## config.mk

```make
export PLATFORM = sky130hd
export DESIGN_NAME = tile_attr_sub
export DESIGN_NICKNAME = d
export VERILOG_FILES = /design/src/rtl/tas_pkg.sv /design/src/rtl/tas_fetch_decode.sv /design/src/rtl/tas_pal_latch.sv /design/src/rtl/tas_bus_mux.sv /design/src/rtl/tile_attr_sub.sv
export SDC_FILE = /design/constraint.sdc
export NUM_CORES = 1
export LEC_CHECK = 0
export ABC_CLOCK_PERIOD_IN_PS = 1200
export BUFFER_PORTS_ARGS = -buffer_cell sky130_fd_sc_hd__buf_2
export CAP_MARGIN = 0
export CORE_AREA = 2 2 39 41
export DETAILED_ROUTE_END_ITERATION = 8
export DIE_AREA = 0 0 41 43
export HOLD_SLACK_MARGIN = 0.1
export PLACE_DENSITY = 0.52
export SLEW_MARGIN = 20
export SYNTH_ARGS = -nofsm -noshare
export SYNTH_HDL_FRONTEND = slang
export SYNTH_SLANG_ARGS = --single-unit
```

## constraint.sdc

```tcl
create_clock -name clk -period 1.2 [get_ports clk]
set_input_delay 0.24 -clock clk [delete_from_list [all_inputs] [get_ports clk]]
set_output_delay 0.24 -clock clk [all_outputs]
set_load 0.005 [all_outputs]
```

## src/rtl/tas_pkg.sv

```systemverilog
// Package: shared types for the per-tile palette substitution latch.
// Assumes nothing beyond standard SystemVerilog.
package tas_pkg;
    // Class of the current video access
    typedef enum logic [1:0] {
        FETCH_NONE = 2'd0,
        FETCH_NAME = 2'd1,
        FETCH_ATTR = 2'd2
    } fetch_e;
endpackage

```

## src/rtl/tas_fetch_decode.sv

```systemverilog
// Module: tas_fetch_decode
// Sorts each access into nametable read, attribute read or neither.
// The address and read strobe are used as they are, with no registering.
// Assumes the nametable window is aligned to 2**WIN_BITS and split into
// 2**(WIN_BITS-PAGE_BITS) pages, each with its attribute area at the top.
module tas_fetch_decode
    import tas_pkg::*;
#(
    parameter int ADDR_W    = 14,
    parameter int WIN_BITS  = 12,
    parameter int PAGE_BITS = 10,
    parameter int NT_BASE   = 'h2000,
    parameter int ATTR_OFS  = 'h3C0
) (
    input  logic [ADDR_W-1:0] vaddr,
    input  logic              rd_n,
    output fetch_e            fetch
);
    localparam int NUM_PAGES = 1 << (WIN_BITS - PAGE_BITS);
    localparam int SEL_W     = WIN_BITS - PAGE_BITS;
    localparam int TOP_W     = ADDR_W - WIN_BITS;

    logic                 in_window;
    logic [NUM_PAGES-1:0] page_hit;
    logic                 in_attr_area;

    // Window match on the address bits above the window size
    assign in_window = (vaddr[ADDR_W-1:WIN_BITS] == TOP_W'(NT_BASE >> WIN_BITS));

    // One-hot page select inside the window
    for (genvar p = 0; p < NUM_PAGES; p++) begin : g_page
        assign page_hit[p] = in_window &&
                             (vaddr[WIN_BITS-1:PAGE_BITS] == SEL_W'(p));
    end

    // Offset inside the page at or above the attribute area
    assign in_attr_area = (vaddr[PAGE_BITS-1:0] >= PAGE_BITS'(ATTR_OFS));

    // Final classification, active only while the strobe is low
    always_comb begin
        fetch = FETCH_NONE;
        if (!rd_n && (|page_hit)) begin
            fetch = in_attr_area ? FETCH_ATTR : FETCH_NAME;
        end
    end
endmodule

```

## src/rtl/tas_pal_latch.sv

```systemverilog
// Module: tas_pal_latch
// Holds the palette bits taken from the top of the most recent tile byte.
// Loads only on cycles classed as nametable reads and holds otherwise.
// Assumes a synchronous active-low reset.
module tas_pal_latch
    import tas_pkg::*;
#(
    parameter int DATA_W = 8,
    parameter int PAL_W  = 2
) (
    input  logic              clk,
    input  logic              rst_n,
    input  fetch_e            fetch,
    input  logic [DATA_W-1:0] tile_byte,
    output logic [PAL_W-1:0]  pal_q
);
    // Capture the upper tile bits at the end of a nametable read
    always_ff @(posedge clk) begin
        if (!rst_n) begin
            pal_q <= '0;
        end else if (fetch == FETCH_NAME) begin
            pal_q <= tile_byte[DATA_W-1 -: PAL_W];
        end
    end
endmodule

```

## src/rtl/tas_bus_mux.sv

```systemverilog
// Module: tas_bus_mux
// Produces the two bus enables and the byte driven to the video bus.
// On an attribute read the palette value is copied into every field.
// Assumes DATA_W is a multiple of PAL_W.
module tas_bus_mux
    import tas_pkg::*;
#(
    parameter int DATA_W = 8,
    parameter int PAL_W  = 2
) (
    input  fetch_e            fetch,
    input  logic [DATA_W-1:0] ram_data,
    input  logic [PAL_W-1:0]  pal_q,
    output logic              ram_en,
    output logic              latch_oe,
    output logic [DATA_W-1:0] dout
);
    localparam int FIELDS = DATA_W / PAL_W;

    logic [DATA_W-1:0] pal_byte;

    // Copy the palette value into each field of the substituted byte
    for (genvar f = 0; f < FIELDS; f++) begin : g_field
        assign pal_byte[f*PAL_W +: PAL_W] = pal_q;
    end

    // Pick the bus source from the access class
    always_comb begin
        ram_en   = 1'b0;
        latch_oe = 1'b0;
        dout     = '0;
        unique case (fetch)
            FETCH_NAME: begin
                ram_en = 1'b1;
                dout   = ram_data;
            end
            FETCH_ATTR: begin
                latch_oe = 1'b1;
                dout     = pal_byte;
            end
            default: ;
        endcase
    end
endmodule

```

## src/rtl/tile_attr_sub.sv

```systemverilog
// Module: tile_attr_sub
// Top of the per-tile palette substitution latch. It records the upper bits
// of each tile number and replays them in place of attribute data.
// Assumes a video address that is stable for each clock cycle and an
// active-low read strobe.
module tile_attr_sub
    import tas_pkg::*;
#(
    parameter int ADDR_W    = 14,
    parameter int DATA_W    = 8,
    parameter int PAL_W     = 2,
    parameter int WIN_BITS  = 12,
    parameter int PAGE_BITS = 10,
    parameter int NT_BASE   = 'h2000,
    parameter int ATTR_OFS  = 'h3C0
) (
    input  logic              clk,
    input  logic              rst_n,
    input  logic [ADDR_W-1:0] vaddr,
    input  logic              rd_n,
    input  logic [DATA_W-1:0] ram_data,
    output logic              ram_en,
    output logic              latch_oe,
    output logic [DATA_W-1:0] dout
);
    fetch_e           fetch;
    logic [PAL_W-1:0] pal_q;

    // Access classification
    tas_fetch_decode #(
        .ADDR_W(ADDR_W), .WIN_BITS(WIN_BITS), .PAGE_BITS(PAGE_BITS),
        .NT_BASE(NT_BASE), .ATTR_OFS(ATTR_OFS)
    ) u_decode (
        .vaddr(vaddr), .rd_n(rd_n), .fetch(fetch)
    );

    // Palette register
    tas_pal_latch #(.DATA_W(DATA_W), .PAL_W(PAL_W)) u_latch (
        .clk(clk), .rst_n(rst_n), .fetch(fetch),
        .tile_byte(ram_data), .pal_q(pal_q)
    );

    // Bus source selection
    tas_bus_mux #(.DATA_W(DATA_W), .PAL_W(PAL_W)) u_mux (
        .fetch(fetch), .ram_data(ram_data), .pal_q(pal_q),
        .ram_en(ram_en), .latch_oe(latch_oe), .dout(dout)
    );
endmodule

```

==> metrics.yaml, run 1 <==
min_path:
  hold_path_class: "input port to register"
  holdPathStages: 3
synthesis:
  netlist_area_um2: 211.5
  ys_ff_latch: 2
  syn_area_per_cell_um2: 6.608
  ys_warn_count: 0
  synth_seq_area_share_pct: 18.93
  synthTopCellsByArea: "nand2_1 (25%), a21oi_1 (19%), dfxtp_1 (19%)"
  netlist.area_leader.share_pct: 24.85
  synth_nets: 57
  netlist_instances: 32
  yosysTopAreaCell: "nand2_1"
  ys_types: 10
placed_design:
  dpl.hpwl_um: 561.9
  place.gp.congestion: 0.6548
  port_buffers: 26
  postPlaceCellArea_um2: 387.9
  place_ws_ns: -0.1694
timing:
  fmax_ghz: 0.7546
  relSlewSlack_pct: 86.03
  setup_viol: 10
  setup_ws_ns: -0.1252
  fin_skew_ns: 0
  layout_min_cycle_time_ns: 1.325
  finalCritPeriodShare_pct: 110.4
  finalMaxSlewViolations: 0
  tightest_slew_ns: 0.2091
  rsz0062_at_grt: "true"
  tns_ns: -1.170
  hold_violations: 0
clock_network:
  cts_buffer_depth: 2
  cts_root_buf: "clkbuf_4"
  cts_buffers: 3
  cts.htree.levels: 1
  path_clk_slew_ns: 0.03
  cts_tree: "yes"
  cts_sinks: 2
  holdBufCountCts: 0
  clk_latency_ns: 0.22
pwr:
  power_uw: 309.6
  p_leak_nw: 0.2508
  ir_drop_mv: 0.3792
  power_density_nw_per_um2: 658.1
outcome:
  run_status: "finished with violations"
  violations: "setup timing"
finish:
  antenna_cells: 0
  final_area_um2: 470.5
  layout-drive-gt1-share_pct: 68.18
  largest-register: "u_latch.pal_q"
  reg_top3: "u_latch.pal_q x2"
  layout_common_cells: "buf_2 (24), nand2_1 (14), a21oi_2 (8), buf_6 (4), buf_4 (4)"
  final_common_cell: "buf_2"
  syn_to_final_growth_pct: 122.5
  fin_nets: 93
  largest_reg_flops: 2
global_route:
  antenna_found_initial: 0
  grt_pass1_wl_um: 1242
  gr-usage-all-layers_pct: 10.71
  overflow: 0
  grt_pass1_vias: 345
  grt_max_degree: 10
detailed_routing:
  via_count: 364
  avgViaCountPerCell: 4.439
  drc_errors: 0
  dr.first_iter.drc_count: 5
  wl_per_cell_um: 9.439
  wl_um: 774
  dr.pass1.iters: 5
  ant_nets: 0
floorplan:
  rows: 14
  ios: 35
  die-area_um2: 1763
  fp.dieH_um: 43
  die_x_um: 41
  coreArea_um2: 1384
  start_util_pct: 15.28
critical_path:
  reg2regPathDepth: 2
  cp.arrival_ns: 1.09
  crit_required_ns: 0.96
  start_kind: "input port"
  path_max_fanout: 5
  crit_type: "input port to output pin"
  endpoint_kind: "output pin"
flow_run:
  maxCapViolations: 0
-- final timing paths --
| kind | slack, ns | endpoint | from |
|---|---|---|---|
| worst max-delay path | -0.13 | dout[4] | rd_n |
| worst max register to register | 0.64 | u_latch.pal_q[0]$_SDFFE_PN0N_ | u_latch.pal_q[0]$_SDFFE_PN0N_ |
| worst min register to register | 0.46 | u_latch.pal_q[1]$_SDFFE_PN0N_ | u_latch.pal_q[1]$_SDFFE_PN0N_ |
| worst min-delay path | 0.28 | u_latch.pal_q[1]$_SDFFE_PN0N_ | ram_data[7] |
-- routing by layer --
layer	share of wire [%]	vias up	wire length, µm	track usage (%)
li1	-	183	-	-
met1	41	166	321	11.78
met2	54	15	419	15.31
met3	4.3	0	33	4.712
met4	0	0	0	8.000
met5	0	-	0	0
-- Yosys cell counts, drive strengths merged --
cell and count:
or3b 1, dfxtp 2, buf 1, nand4 1, mux2i 2, and4 1
nand2 14, a21oi 8, nor2 2
-- area by class of cell --
class / count / area [µm²]
clock buffer: 3 / 22.52
multi-input combinational: 29 / 192.7
tap: 16 / 20.02
sequential: 2 / 40.04
timing repair buffer: 32 / 195.2
fill: 157 / 913.4
-- kinds of logic (layout without fill, tap and decap cells) --
logic type / after synthesis / in the layout / synth area share [%]
buffers and inverters: 1 / 35 / 5.325
and+or+nand+nor: 19 / 19 / 47.34
AOI/OAI and AO/OA: 8 / 8 / 18.94
DFF: 2 / 2 / 18.94
muxes: 2 / 2 / 9.468
-- power by group --
| part | internal, mW | total (mW) | leakage (nW) | switching (mW) |
|---|---|---|---|---|
| clock | 0.110 | 0.148 | 0.0138 | 0.0374 |
| sequential | 0.0694 | 0.0707 | 0.0162 | 0.00130 |
| combinational | 0.0509 | 0.0913 | 0.221 | 0.0404 |
-- timing repair --
| item | CTS | global route |
|---|---|---|
| resized for setup | 14 | 0 |
| gates cloned | 1 | 0 |
| setup buffers | 0 | 0 |
| pin swaps | 1 | 0 |
| setup endpoints to repair | 10 | 10 |
-- stage by stage --
step | hold slack, ns | utilization [%] | instances
after floorplan | 0.3821 | - | 32
after global placement | 0.4495 | 28.03 | 78
after detailed placement | 0.4595 | 28.03 | 78
after CTS | 0.2739 | 34.00 | 82
after global routing | 0.2733 | 34.00 | 82
final | 0.2818 | 34.00 | 82
-- worst max-delay path, cell delays in order --
cell and delay, ns:
buf_6 0.09, or3b_4 0.40, buf_6 0.15, a21oi_2 0.10, buf_2 0.12
Power figures use the tool's default switching activity.
==> run 2: changes to the inputs <==
--- a/config.mk
+++ b/config.mk
@@ -5,14 +5,17 @@
 export SDC_FILE = /design/constraint.sdc
 export NUM_CORES = 1
 export LEC_CHECK = 0
+export ABC_AREA = 1
 export ABC_CLOCK_PERIOD_IN_PS = 1200
 export BUFFER_PORTS_ARGS = -buffer_cell sky130_fd_sc_hd__buf_2
 export CAP_MARGIN = 0
-export CORE_AREA = 2 2 39 41
+export CELL_PAD_IN_SITES_DETAIL_PLACEMENT = 1
+export CELL_PAD_IN_SITES_GLOBAL_PLACEMENT = 2
+export CORE_MARGIN = 2
+export CORE_UTILIZATION = 10
 export DETAILED_ROUTE_END_ITERATION = 8
-export DIE_AREA = 0 0 41 43
 export HOLD_SLACK_MARGIN = 0.1
-export PLACE_DENSITY = 0.52
+export PLACE_DENSITY = 0.81
 export SLEW_MARGIN = 20
 export SYNTH_ARGS = -nofsm -noshare
 export SYNTH_HDL_FRONTEND = slang
==> run 2 against run 1 <==
Effect of this change:
- sequential power barely moved
- clock power fell by 3%
- non-clock buffer count fell by 3
- critical path depth rose by 2
- the run now ends clean
- setup slack improved by 0.13 ns
- global-route usage fell by 3.5 points
- sequential share of layout area rose by 0.21 points
- critical endpoint is now dout[1]
- hold slack got worse by 0.017 ns
==> metrics.yaml, run 2 <==
synthesis:
  netlist.area_leader.share_pct: 32.53  # +7.7 points
  synth_top_flop_cell: "dfxtp_1"
  ys_types: 11  # +1
  synth_common_cells: "nand2_1 (18), nand2_2 (4)"
  synth_seq_area_share_pct: 19.28  # +0.34 points
  netlist_instances: 36  # +13%
  synth_nets: 61  # +7.0%
  yosysMostFrequentCell: "nand2_1"
  async_flop_share_pct: 0  # unchanged
  syn_area_per_cell_um2: 5.769  # -13%
  synth_edf_count: 0  # unchanged
  netlist_area_um2: 207.7  # -1.8%
  ys_ff_latch: 2  # unchanged
  yosysTopAreaCell: "nand2_1"
  synthTopCellsByArea: "nand2_1 (33%), dfxtp_1 (19%), nand2_2 (12%)"
  ys_warn_count: 0  # unchanged
placed_design:
  place.gp.congestion: 0.6186  # -5.5%
  dpl.hpwl_um: 715.1  # +27%
  port_buffers: 26  # unchanged
  place_ws_ns: -0.05468  # +0.1148 ns
floorplan:
  fp.dieH_um: 49.58  # +15%
  rows: 16  # +2
  die-area_um2: 2458  # +39%
  coreArea_um2: 1962  # +42%
  start_util_pct: 10.59  # -4.7 points
  die_x_um: 49.58  # +21%
  ios: 35  # unchanged
clock_network:
  cts_buffers: 3  # unchanged
  cts_sinks: 2  # unchanged
  cts_root_buf: "clkbuf_4"
  clk_latency_ns: 0.22  # about the same
  holdBufCountCts: 0  # unchanged
  path_clk_slew_ns: 0.03  # about the same
  cts_buffer_depth: 2  # unchanged
  cts_tree: "yes"
  cts.htree.levels: 1  # unchanged
  cts_setup_buffers: 0  # unchanged
critical_path:
  slowest_delay_ns: 0.22  # -0.18 ns
  crit_path_top_delay_cell: "nor3_4"
  crit_required_ns: 0.96  # about the same
  path_max_fanout: 4  # -1
  cp.arrival_ns: 0.96  # -0.13 ns
  r2r_end: "u_latch.pal_q[1]$_SDFFE_PN0N_"
  worstPathCellList: "buf_6 > inv_4 > nand2_4 > nor3_4 > nand2_2 > nand2_1 > buf_2"
  crit_type: "input port to output pin"
  r2r_slack_ns: 0.60  # -0.04 ns
  endpoint_kind: "output pin"
  start_kind: "input port"
  crit_end: "dout[1]"
  reg2regPathDepth: 2  # unchanged
  regToRegStartpoint: "u_latch.pal_q[1]$_SDFFE_PN0N_"
  critPathLaunch: "vaddr[12]"
global_route:
  use_met1_pct: 7.749  # -4.0 points
  use_met2_pct: 11.56  # -3.8 points
  grt_pass1_wl_um: 1345  # +8.3%
  overflow: 0  # unchanged
  busiest_layer: "met2"
  antenna_found_initial: 0  # unchanged
  grt_pass1_vias: 331  # -4.1%
  met3_usage_pct: 3.333  # -1.4 points
  gr-usage-all-layers_pct: 7.215  # -3.5 points
  grt_max_degree: 8  # -2
finish:
  largest-register: "u_latch.pal_q"
  layout_common_cells: "buf_2 (22), nand2_1 (16), nand2_2 (5), buf_6 (4)"
  final_util_pct: 23.41  # -11 points
  final_common_cell: "buf_2"
  fin_nets: 95  # +2.2%
  layout-drive-gt1-share_pct: 66.18  # -2.0 points
  reg_top3: "u_latch.pal_q x2"
  largest_reg_flops: 2  # unchanged
  syn_to_final_growth_pct: 121.1
  antenna_cells: 0  # unchanged
detailed_routing:
  dr.first_iter.drc_count: 1  # -4
  dr.pass1.iters: 2  # -3
  wl_um: 838  # +8.3%
  avgViaCountPerCell: 3.516  # -21%
  wl_per_cell_um: 8.821  # -6.5%
  drc_errors: 0  # unchanged
  via_count: 334  # -8.2%
  ant_nets: 0  # unchanged
pwr:
  ir_drop_mv: 0.2307  # -39%
  power_density_nw_per_um2: 649.5  # -1.3%
  p_leak_nw: 0.3023  # +21%
outcome:
  run_status: "finished clean"
timing:
  hold_violations: 0  # unchanged
  fmax_ghz: 0.8359  # +11%
  hold_slack_ns: 0.2647  # -0.01706 ns
  fin_skew_ns: 0  # unchanged
  setup_ws_ns: 0.003643  # +0.1288 ns
  rsz0062_at_grt: "true"
  finalMaxSlewViolations: 0  # unchanged
  tightest_slew_ns: 0.2102  # +0.001173 ns
  layout_min_cycle_time_ns: 1.196  # -0.1288 ns
  setup_viol: 0  # -10
  relSlewSlack_pct: 85.94  # -0.090 points
  finalCritPeriodShare_pct: 99.70  # -11 points
flow_run:
  maxCapViolations: 0  # unchanged
min_path:
  hold_path_class: "input port to register"
  min-delay-start: "rst_n"
[run 2: metrics by stage]
stage / area, µm² / setup TNS (ns) / total power, mW / std cells
3_3_place_gp: 394.1 / -0.1760 / 0.1386 / 92
4_1_cts: 446.7 / -0.09122 / 0.3036 / 95
3_5_place_dp: 394.1 / -0.3632 / 0.1411 / 92
2_1_floorplan: 207.7 / 0 / 0.09872 / 36
6_report: 459.2 / 0 / 0.2983 / 95
5_1_grt: 459.2 / -0.5407 / 0.3240 / 95
[run 2: area by class of cell]
type | count | area [µm²]
tap | 27 | 33.78
multi-input combinational | 29 | 161.4
timing repair buffer | 29 | 177.7
clock buffer | 3 | 22.52
fill | 276 | 1503
inverter | 5 | 23.77
sequential | 2 | 40.04
[run 2: worst min path at each step]
stage,end,slack [ns],depth (start not counted)
after floorplan,u_latch.pal_q[0]$_SDFFE_PN0N_,0.37,2
after global placement,u_latch.pal_q[0]$_SDFFE_PN0N_,0.46,2
after detailed placement,u_latch.pal_q[0]$_SDFFE_PN0N_,0.46,2
after CTS,u_latch.pal_q[0]$_SDFFE_PN0N_,0.26,3
after global routing,u_latch.pal_q[1]$_SDFFE_PN0N_,0.26,3
final,u_latch.pal_q[0]$_SDFFE_PN0N_,0.26,3
[run 2: power by group]
part / leakage, nW / switching [mW] / internal (mW)
logic: 0.272 / 0.0374 / 0.0459
clock network: 0.0138 / 0.0342 / 0.110
registers: 0.0162 / 0.00146 / 0.0693
total: 0.302 / 0.0730 / 0.225
[run 2: cell families (layout without fill, tap and decap cells)]
family | Yosys count | count (layout) | share of synthesized area [%]
flops | 2 | 2 | 19.28
simple gates | 27 | 27 | 65.66
compound gates | 2 | 2 | 4.819
buf+inv | 5 | 37 | 10.25
[run 2: timing repair]
action / 4_1_cts / 5_1_grt
endpoints found under the setup margin: 8 / 9
pin swaps: 4 / 2
resized for setup: 8 / 2
[run 2: metal layers]
layer / part of all wire [%] / vias up
met5: 0 / -
met4: 0 / 0
met3: 8.2 / 0
met2: 53 / 16
met1: 38 / 146
li1: - / 172
[run 2: worst max-delay path: cells and delay by family]
family | cells | cell delay [ns]
buf+inv | 3 | 0.25
simple gates | 4 | 0.46
==> run 3: changes to the inputs <==
--- a/config.mk
+++ b/config.mk
@@ -15,8 +15,7 @@
 export CORE_UTILIZATION = 10
 export DETAILED_ROUTE_END_ITERATION = 8
 export HOLD_SLACK_MARGIN = 0.1
-export PLACE_DENSITY = 0.81
-export SLEW_MARGIN = 20
+export PLACE_DENSITY = 0.91
 export SYNTH_ARGS = -nofsm -noshare
 export SYNTH_HDL_FRONTEND = slang
 export SYNTH_SLANG_ARGS = --single-unit
==> run 3 against run 2 <==
Effect of this change:
- the run now ends with setup timing left
- sequential power barely moved
- power rose by 1.7%
- final area rose by 3.3%
- combinational power rose by 4.8%
- utilization rose by 0.77 points
- critical path depth did not move
- clock power barely moved
- die area did not move
- clock skew did not move
- via count fell by 1.8%
- first-iteration DRC count rose by 100%
- critical path type unchanged
- critical endpoint is now dout[5]
- largest cell class unchanged
==> metrics.yaml, run 3 (synthesis results as in run 2) <==
critical_path:
  cp_top_family: "simple AND/OR/NAND/NOR gates"
  worstPathCellList: "buf_6 > inv_4 > nand2_4 > nor3_4 > nand2_2 > nand2_1 > buf_2"
  start_kind: "input port"
  crit_path_top_delay_cell: "nor3_4"
  endpoint_kind: "output pin"
  crit_type: "input port to output pin"
  crit_required_ns: 0.96  # about the same
  slowest_delay_ns: 0.23  # about the same
  path_max_fanout: 4  # unchanged
  cp.arrival_ns: 0.99  # +0.03 ns
  cp_num_buf_inv: 3  # unchanged
finish:
  fin_nets: 95  # unchanged
  layout_common_cells: "buf_2 (20), nand2_1 (15), nand2_2 (6), buf_6 (6)"
  largest_reg_flops: 2  # unchanged
  largest-register: "u_latch.pal_q"
  antenna_cells: 0  # unchanged
  final_util_pct: 24.17  # +0.77 points
  layout-drive-gt1-share_pct: 67.65  # +1.5 points
  syn_to_final_growth_pct: 128.3
  final_common_cell: "buf_2"
  reg_top3: "u_latch.pal_q x2"
clock_network:
  path_clk_slew_ns: 0.03  # about the same
  clk_latency_ns: 0.22  # about the same
  cts_setup_buffers: 0  # unchanged
  cts_root_buf: "clkbuf_4"
  cts_buffer_depth: 2  # unchanged
  cts_sinks: 2  # unchanged
  cts_buffers: 3  # unchanged
  cts.htree.levels: 1  # unchanged
  cts_tree: "yes"
placed_design:
  place.gp.congestion: 0.5650  # -8.7%
  port_buffers: 26  # unchanged
  dpl.hpwl_um: 759  # +6.1%
  place_ws_ns: -0.07661  # -0.02193 ns
global_route:
  grt_max_degree: 8  # unchanged
  gr-usage-all-layers_pct: 8.412  # +1.2 points
  grt_pass1_vias: 345  # +4.2%
  antenna_found_initial: 0  # unchanged
  grt_pass1_wl_um: 1524  # +13%
  overflow: 0  # unchanged
flow_run:
  maxCapViolations: 0  # unchanged
timing:
  finalMaxSlewViolations: 0  # unchanged
  finalCritPeriodShare_pct: 102.1  # +2.4 points
  rsz0062_at_grt: "true"
  relSlewSlack_pct: 85.75  # -0.19 points
  tightest_slew_ns: 0.2130  # +0.002813 ns
  fmax_ghz: 0.8160  # -2.4%
  fin_skew_ns: 0  # unchanged
  tns_ns: -0.08654  # -0.08654 ns
  setup_viol: 6  # +6
  hold_violations: 0  # unchanged
  setup_ws_ns: -0.02555  # -0.02919 ns
  layout_min_cycle_time_ns: 1.226  # +0.02919 ns
outcome:
  run_status: "finished with violations"
  violations: "setup timing"
detailed_routing:
  avgViaCountPerCell: 3.453  # -1.8%
  dr.first_iter.drc_count: 2  # +1
  dr.pass1.iters: 2  # unchanged
  drc_errors: 0  # unchanged
  via_count: 328  # -1.8%
  wl_um: 921  # +9.9%
  wl_per_cell_um: 9.695  # +9.9%
  ant_nets: 0  # unchanged
floorplan:
  die_x_um: 49.58  # unchanged
  coreArea_um2: 1962  # unchanged
  start_util_pct: 10.59  # unchanged
  fp.dieH_um: 49.58  # unchanged
  ios: 35  # unchanged
  rows: 16  # unchanged
  die-area_um2: 2458  # unchanged
pwr:
  ir_drop_mv: 0.2903  # +26%
  p_leak_nw: 0.3045  # +0.73%
  power_density_nw_per_um2: 639.8  # -1.5%
min_path:
  hold_path_class: "input port to register"
-- run 3: cell counts in the layout (fill, tap and decap cells not counted) --
Identical to the previous run, type by type.
-- run 3: final cells by class --
| cell class | instances | area (µm²) |
|---|---|---|
| Fill cell | 272 | 1488 |
| Timing Repair Buffer | 29 | 190.2 |
| Multi-Input combinational cell | 29 | 163.9 |
| Sequential cell | 2 | 40.04 |
| Tap cell | 27 | 33.78 |
| Inverter | 5 | 23.77 |
| Clock buffer | 3 | 22.52 |
-- run 3: worst min-delay path: stages --
cell     delay, ns
buf_2         0.10
inv_1         0.06
a21oi_1       0.04
-- run 3: path summary, 6_finish.rpt --
| kind | startpoint | end | slack, ns | depth (start not counted) |
|---|---|---|---|---|
| hold reg to reg | u_latch.pal_q[1]$_SDFFE_PN0N_ | u_latch.pal_q[1]$_SDFFE_PN0N_ | 0.47 | 2 |
| setup / recovery | vaddr[12] | dout[5] | -0.03 | 7 |
| setup reg to reg | u_latch.pal_q[0]$_SDFFE_PN0N_ | u_latch.pal_q[0]$_SDFFE_PN0N_ | 0.62 | 2 |
| hold / removal | rst_n | u_latch.pal_q[0]$_SDFFE_PN0N_ | 0.27 | 3 |
-- run 3: repair_timing --
item	CTS	global route
hold buffers	0	0
setup endpoints to repair	9	9
endpoints found under the hold margin	0	0
gates resized for setup	8	5
pin swaps	8	8
-- run 3: per-stage QoR --
stage,area [µm²],power [mW],hold slack (ns),std cells
floorplan,207.7,0.09872,0.3716,36
CTS,457.9,0.3095,0.2602,95
global placement,394.1,0.1388,0.4613,92
finish,474.2,0.3034,0.2664,95
global route,474.2,0.3323,0.2835,95
detailed placement,394.1,0.1416,0.4704,92
-- run 3: metal layers --
layer / GRT usage [%] / vias to the layer above / routed length, µm
met5: 0 / - / 0
met4: 4.167 / 0 / 0
met3: 4.242 / 0 / 63
met2: 15.56 / 10 / 551
met1: 7.366 / 143 / 306
li1: - / 175 / -
-- run 3: report_power, final --
group / internal, mW / total, mW / switching, mW
Clock: 0.110 / 0.145 / 0.0354
Sequential: 0.0693 / 0.0707 / 0.00140
Combinational: 0.0484 / 0.0873 / 0.0389
